$ cat config.mk
export PLATFORM = sky130hd
export DESIGN_NAME = dma_ctl_regs
export DESIGN_NICKNAME = d
export VERILOG_FILES = /design/src/rtl/dma_ctl_pkg.sv /design/src/rtl/dma_ctl_wfilter.sv /design/src/rtl/dma_ctl_irq.sv /design/src/rtl/dma_ctl_regfile.sv /design/src/rtl/dma_ctl_regs.sv
export SDC_FILE = /design/constraint.sdc
export NUM_CORES = 1
export LEC_CHECK = 0
export BUFFER_PORTS_ARGS = -buffer_cell sky130_fd_sc_hd__buf_4
export CORE_ASPECT_RATIO = 2
export CORE_UTILIZATION = 51
export CTS_CLUSTER_DIAMETER = 150
export DETAILED_ROUTE_END_ITERATION = 8
export PLACE_DENSITY = 0.73
export SKIP_CTS_REPAIR_TIMING = 1
export SLEW_MARGIN = 20
export SYNTH_ARGS = -nofsm -noshare
export SYNTH_HDL_FRONTEND = slang
export SYNTH_SLANG_ARGS = --single-unit
$ cat constraint.sdc
create_clock -name clk -period 1.6 [get_ports clk]
set_input_delay 0.4 -clock clk [delete_from_list [all_inputs] [get_ports clk]]
set_output_delay 0.4 -clock clk [all_outputs]
set_load 0.02 [all_outputs]
$ cat src/rtl/dma_ctl_pkg.sv
// Package dma_ctl_pkg
// Shared bit positions, word indices and the filtered-write record for the
// DMA channel control register block. Assumes a data width of at least 32.
package dma_ctl_pkg;

    // Control-word bit positions
    localparam int unsigned BIT_PEND    = 0;   // interrupt pending
    localparam int unsigned BIT_IE      = 4;   // interrupt enable
    localparam int unsigned BIT_SELFCLR = 6;   // self-clearing bit
    localparam int unsigned BIT_RESET   = 7;   // reset request
    localparam int unsigned BIT_TOMEM   = 8;   // transfer writes to memory
    localparam int unsigned BIT_LOADED  = 26;  // address word written

    // Word indices
    typedef enum logic [1:0] {
        IDX_CTRL = 2'd0,
        IDX_ADDR = 2'd1,
        IDX_AUX0 = 2'd2,
        IDX_AUX1 = 2'd3
    } word_idx_e;

    // Result of rewriting a control-word write
    typedef struct packed {
        logic [31:0] value;
        logic        rst_req;
    } ctrl_wr_t;

endpackage

$ cat src/rtl/dma_ctl_wfilter.sv
// Module dma_ctl_wfilter
// Purely combinational rewrite of a value written to the control word:
// reset bit wins over the self-clearing rule, an all-zero write becomes the
// default, and the version code always replaces the top nibble.
// Assumes DATA_W >= 32 so every fixed bit position exists.
module dma_ctl_wfilter
    import dma_ctl_pkg::*;
#(
    parameter int unsigned DATA_W   = 32,
    parameter logic [3:0]  VER_CODE = 4'hA
) (
    input  logic [DATA_W-1:0] wval,
    output logic [DATA_W-1:0] fval,
    output logic              rst_req
);

    localparam logic [DATA_W-1:0] ZERO_DEFAULT = DATA_W'(1) << BIT_SELFCLR;

    // Apply the write rules in priority order
    always_comb begin
        fval    = wval;
        rst_req = wval[BIT_RESET];
        if (!wval[BIT_RESET]) begin
            if (wval[BIT_SELFCLR]) begin
                fval[BIT_SELFCLR] = 1'b0;
            end else if (wval == '0) begin
                fval = ZERO_DEFAULT;
            end
        end
        fval[DATA_W-1 -: 4] = VER_CODE;
    end

endmodule

$ cat src/rtl/dma_ctl_irq.sv
// Module dma_ctl_irq
// Holds the interrupt request line. A set event raises it; a clear event or
// a control write with interrupt enable clear drops it; set has priority.
module dma_ctl_irq (
    input  logic clk,
    input  logic rst_n,
    input  logic set_ev,
    input  logic clr_ev,
    input  logic ie_drop,
    output logic irq_q
);

    // Interrupt line state with set-over-clear priority
    always_ff @(posedge clk) begin
        if (!rst_n) begin
            irq_q <= 1'b0;
        end else if (set_ev) begin
            irq_q <= 1'b1;
        end else if (clr_ev || ie_drop) begin
            irq_q <= 1'b0;
        end
    end

endmodule

$ cat src/rtl/dma_ctl_regfile.sv
// Module dma_ctl_regfile
// Storage for the channel words. Word 0 takes the filtered control value
// and the loaded / pending side effects; the others store writes verbatim.
// Assumes wr_sel is one-hot or zero.
module dma_ctl_regfile
    import dma_ctl_pkg::*;
#(
    parameter int unsigned DATA_W   = 32,
    parameter int unsigned NUM_REGS = 4
) (
    input  logic                       clk,
    input  logic                       rst_n,
    input  logic [NUM_REGS-1:0]        wr_sel,
    input  logic [DATA_W-1:0]          wdata,
    input  logic [DATA_W-1:0]          ctrl_fval,
    input  logic                       loaded_set,
    input  logic                       pend_set,
    input  logic                       pend_clr,
    output logic [NUM_REGS*DATA_W-1:0] regs_flat
);

    for (genvar gi = 0; gi < NUM_REGS; gi++) begin : g_word
        logic [DATA_W-1:0] word_q;

        if (gi == 0) begin : g_ctrl
            logic [DATA_W-1:0] word_d;

            // Next control value: write, then loaded flag, then pending flag
            always_comb begin
                word_d = wr_sel[gi] ? ctrl_fval : word_q;
                if (loaded_set) begin
                    word_d[BIT_LOADED] = 1'b1;
                end
                if (pend_set) begin
                    word_d[BIT_PEND] = 1'b1;
                end else if (pend_clr) begin
                    word_d[BIT_PEND] = 1'b0;
                end
            end

            // Control word register
            always_ff @(posedge clk) begin
                if (!rst_n) begin
                    word_q <= '0;
                end else begin
                    word_q <= word_d;
                end
            end
        end else begin : g_plain
            // Plain storage word
            always_ff @(posedge clk) begin
                if (!rst_n) begin
                    word_q <= '0;
                end else if (wr_sel[gi]) begin
                    word_q <= wdata;
                end
            end
        end

        assign regs_flat[gi*DATA_W +: DATA_W] = word_q;
    end

endmodule

$ cat src/rtl/dma_ctl_regs.sv
// Module dma_ctl_regs (top)
// DMA channel control register block: word decode, control-write rewrite,
// loaded flag on address write, interrupt line and reset request pulse.
// Assumes one access per cycle; reads are combinational and side-effect free.
module dma_ctl_regs
    import dma_ctl_pkg::*;
#(
    parameter int unsigned DATA_W   = 32,
    parameter int unsigned NUM_REGS = 4,
    parameter logic [3:0]  VER_CODE = 4'hA
) (
    input  logic                        clk,
    input  logic                        rst_n,
    input  logic                        bus_wr,
    input  logic [$clog2(NUM_REGS)-1:0] bus_word_addr,
    input  logic [DATA_W-1:0]           bus_wdata,
    output logic [DATA_W-1:0]           bus_rdata,
    input  logic                        ev_int_set,
    input  logic                        ev_int_clr,
    output logic                        irq_o,
    output logic                        ctl_reset_o
);

    localparam int unsigned IDX_W = $clog2(NUM_REGS);

    logic [NUM_REGS-1:0]        wr_sel;
    logic [DATA_W-1:0]          ctrl_fval;
    logic                       ctrl_rst_req;
    logic [NUM_REGS*DATA_W-1:0] regs_flat;
    logic [DATA_W-1:0]          ctrl_word;
    logic                       ctrl_wr;
    logic                       ie_drop;
    logic                       rst_pulse_q;

    // One-hot write select from the word index
    always_comb begin
        wr_sel = '0;
        if (bus_wr) begin
            wr_sel[bus_word_addr] = 1'b1;
        end
    end

    assign ctrl_wr = wr_sel[IDX_CTRL];
    assign ie_drop = ctrl_wr && !bus_wdata[BIT_IE];

    dma_ctl_wfilter #(
        .DATA_W   (DATA_W),
        .VER_CODE (VER_CODE)
    ) u_wfilter (
        .wval    (bus_wdata),
        .fval    (ctrl_fval),
        .rst_req (ctrl_rst_req)
    );

    dma_ctl_regfile #(
        .DATA_W   (DATA_W),
        .NUM_REGS (NUM_REGS)
    ) u_regfile (
        .clk        (clk),
        .rst_n      (rst_n),
        .wr_sel     (wr_sel),
        .wdata      (bus_wdata),
        .ctrl_fval  (ctrl_fval),
        .loaded_set (wr_sel[IDX_ADDR]),
        .pend_set   (ev_int_set),
        .pend_clr   (ev_int_clr),
        .regs_flat  (regs_flat)
    );

    dma_ctl_irq u_irq (
        .clk     (clk),
        .rst_n   (rst_n),
        .set_ev  (ev_int_set),
        .clr_ev  (ev_int_clr),
        .ie_drop (ie_drop),
        .irq_q   (irq_o)
    );

    // One-cycle reset request toward the controller
    always_ff @(posedge clk) begin
        if (!rst_n) begin
            rst_pulse_q <= 1'b0;
        end else begin
            rst_pulse_q <= ctrl_wr && ctrl_rst_req;
        end
    end

    assign ctl_reset_o = rst_pulse_q;
    assign ctrl_word   = regs_flat[DATA_W-1:0];
    assign bus_rdata   = regs_flat[IDX_W'(bus_word_addr)*DATA_W +: DATA_W];

endmodule

==> flow_summary_export.csv <==
group,metric,value,unit
yosys,synthDistinctLibCells,31,
final_layout,diodes,0,
final_layout,final_area,7130,um2
timing,tightest_slew,0.420,ns
power,p_leak,2.70,nW
route,drt_iter0_drc,296,
grt,grt_pass1_wl,23.6,mm
die,fp-row-count,52,
yosys,syn_avg_cell_area,8.70,um2
placement,globalplace.congestion,0.798,
hold_path,worstHoldPathType,"primary input to flip-flop",
timing,rsz0062_at_grt,"yes",
timing,worst_slack,-0.233,ns
clock_tree,insertion_delay,0.41,ns
clock_tree,h-tree-depth,4,
clock_tree,clkSlewWorstSetupHoldPaths,0.06,ns
route,drc,0,
die,fp.coreArea,10100,um2
route,drtPass1Iterations,5,
grt,grt-ovfl-total,0,
yosys,yosysTopAreaCell,"dfxtp_1",
clock_tree,cts_made_buffers,17,
yosys,synth_flop_cell,"dfxtp_1",
setup_path,critPathLaunchType,"primary input",
die,die_x,74.0,um
yosys,synth_cells,608,
route,wl_per_cell,17.7,um
grt,track_usage,29.2,%
route,vias,4869,
clock_tree,cts_tree,"yes",
clock_tree,cts-root-buf,"clkbuf_16",
yosys,yosysSeqAreaShare,48.0,%
final_layout,syn2layout_area_growth,34.7,%
setup_path,worstPathRequired,1.20,ns
power,p_per_area,1180,nW/um2
placement,io_buffers,72,
setup_path,end_kind,"primary output",
placement,post_dp_cell_area,6210,um2
timing,tns,-5.75,ns
timing,fmax,546,MHz
die,die_area,10800,um2
setup_path,worstSetupPathType,"primary input to primary output",
grt,antenna_found_initial,0,
route,antenna_left,0,
grt,use_met3,7.18,%
flow_run,drv_cap,0,
yosys,yosys.area.top_type_share,48.0,%
placement,dp_hpwl,9.96,mm
final_layout,drive_gt1_share,30.6,%
grt,grtUsageMet2,51.6,%
die,pin_count,73,
route,wl,15.1,mm
clock_tree,cts.sinks,127,
yosys,syn_area,5290,um2
status,outcome,"finished, violations left",
yosys,synth.area.top_cells,"dfxtp_1, nand2_1, mux4_2",
grt,grtUsageMet1,29.9,%
yosys,synth-edff-count,0,
yosys,yosys_warnings,0,
yosys,netlist_top_cells_count,"nand2_1, dfxtp_1, a21oi_1",
die,die_y,146,um
grt,grt_pass1_vias,5001,
status,violations,"negative setup slack",
die,start_util,52.5,%
timing,drv_slew,0,
timing,relSlewSlack,71.7,%
final_layout,nets,741,
grt,grt_max_degree,81,
yosys,synth_most_common_cell,"nand2_1",
timing,setup_viol,32,
yosys,syn_nets,647,
route,via_per_inst,5.73,
timing,period_share,115,%
timing,fin_worst_skew,0,ns
setup_path,critPathMaxFanout,7,
timing,min_period,1.83,ns
yosys,synthArstFlopShare,0,%
yosys,ys_ff_latch,127,
clock_tree,cts_max_path_buffers,2,
power,vdd_drop_max,851,uV
timing,hold_viol,0,
grt,grt.busiest_layer,"met2",
setup_path,arrival,1.43,ns
==> flip-flops by register name (all words and copies together), names as in the netlist <==
register,count
u_regfile.g_word.word_q,125
u_irq.irq_q,1
ctl_reset_o,1
==> cell type report <==
class                           count  area, um2
Tap cell                          135        169
Sequential cell                   127       2570
Fill cell                         742       2960
Clock buffer                       24        502
Timing Repair Buffer              123       1190
Inverter                            1       3.75
Multi-Input combinational cell    432       2530
Clock inverter                      8        151
==> through the flow <==
stage / hold slack (ns) / setup WS (ns) / util [%] / power [mW] / std cells
6_report: 0.204 / -0.233 / 70.7 / 8.38 / 850
2_1_floorplan: 0.432 / -0.0241 / - / 3.81 / 608
5_1_grt: 0.200 / -0.261 / 70.7 / 8.60 / 850
3_3_place_gp: 0.438 / -0.414 / 61.6 / 4.14 / 808
4_1_cts: 0.199 / -0.246 / 68.0 / 8.33 / 840
3_5_place_dp: 0.443 / -0.414 / 61.6 / 4.17 / 808
==> cell usage in the layout, fill, tap and decap left out, types with 3 or more instances in the layout <==
| cell | instances |
|---|---|
| a21boi_0 | 10 |
| a21boi_1 | 9 |
| a21oi_1 | 103 |
| buf_12 | 10 |
| buf_4 | 79 |
| buf_6 | 32 |
| bufinv_16 | 4 |
| clkbuf_16 | 18 |
| clkbuf_8 | 5 |
| clkinvlp_4 | 3 |
| dfxtp_1 | 102 |
| dfxtp_2 | 25 |
| mux4_2 | 30 |
| nand2_1 | 248 |
| nor4_1 | 8 |
| o21a_1 | 3 |
==> final timing paths <==
path / slack, ns / from / cells after the start / to
min reg2reg: 0.45 / u_regfile.g_word[3].word_q[3] / 2 / u_regfile.g_word[3].word_q[3]
max reg2reg: 0.90 / u_regfile.g_word[1].word_q[15] / 2 / u_regfile.g_word[1].word_q[15]
min: 0.20 / ev_int_set / 2 / u_regfile.g_word[0].word_q[0]
max: -0.23 / bus_word_addr[1] / 5 / bus_rdata[8]
==> where the power goes <==
| group | leakage [nW] | internal [mW] | switching (mW) |
|---|---|---|---|
| clock | 0.309 | 2.82 | 1.39 |
| combinational | 1.35 | 0.392 | 0.443 |
| sequential | 1.04 | 3.28 | 0.0602 |
| total | 2.70 | 6.49 | 1.89 |
==> cells by family after synthesis <==
group           count (synthesis)  synth area share, %
mux                            32                 13.2
flops                         127                 48.0
compound gates                131                 13.8
simple gates                  269                 20.3
buf+inv                        49                 4.73
==> critical path, cell delays in order <==
cell,delay (ns)
buf_12,0.11
buf_12,0.14
buf_8,0.13
mux4_2,0.50
buf_6,0.15
==> metal layers <==
layer	wire length [um]	up-vias	share of wire, %
met2	8400	223	56
met1	5200	2343	35
li1	-	2249	-
met3	919	54	6.1
met5	0	-	0
met4	546	0	3.6
Power figures use the tool's default switching activity.
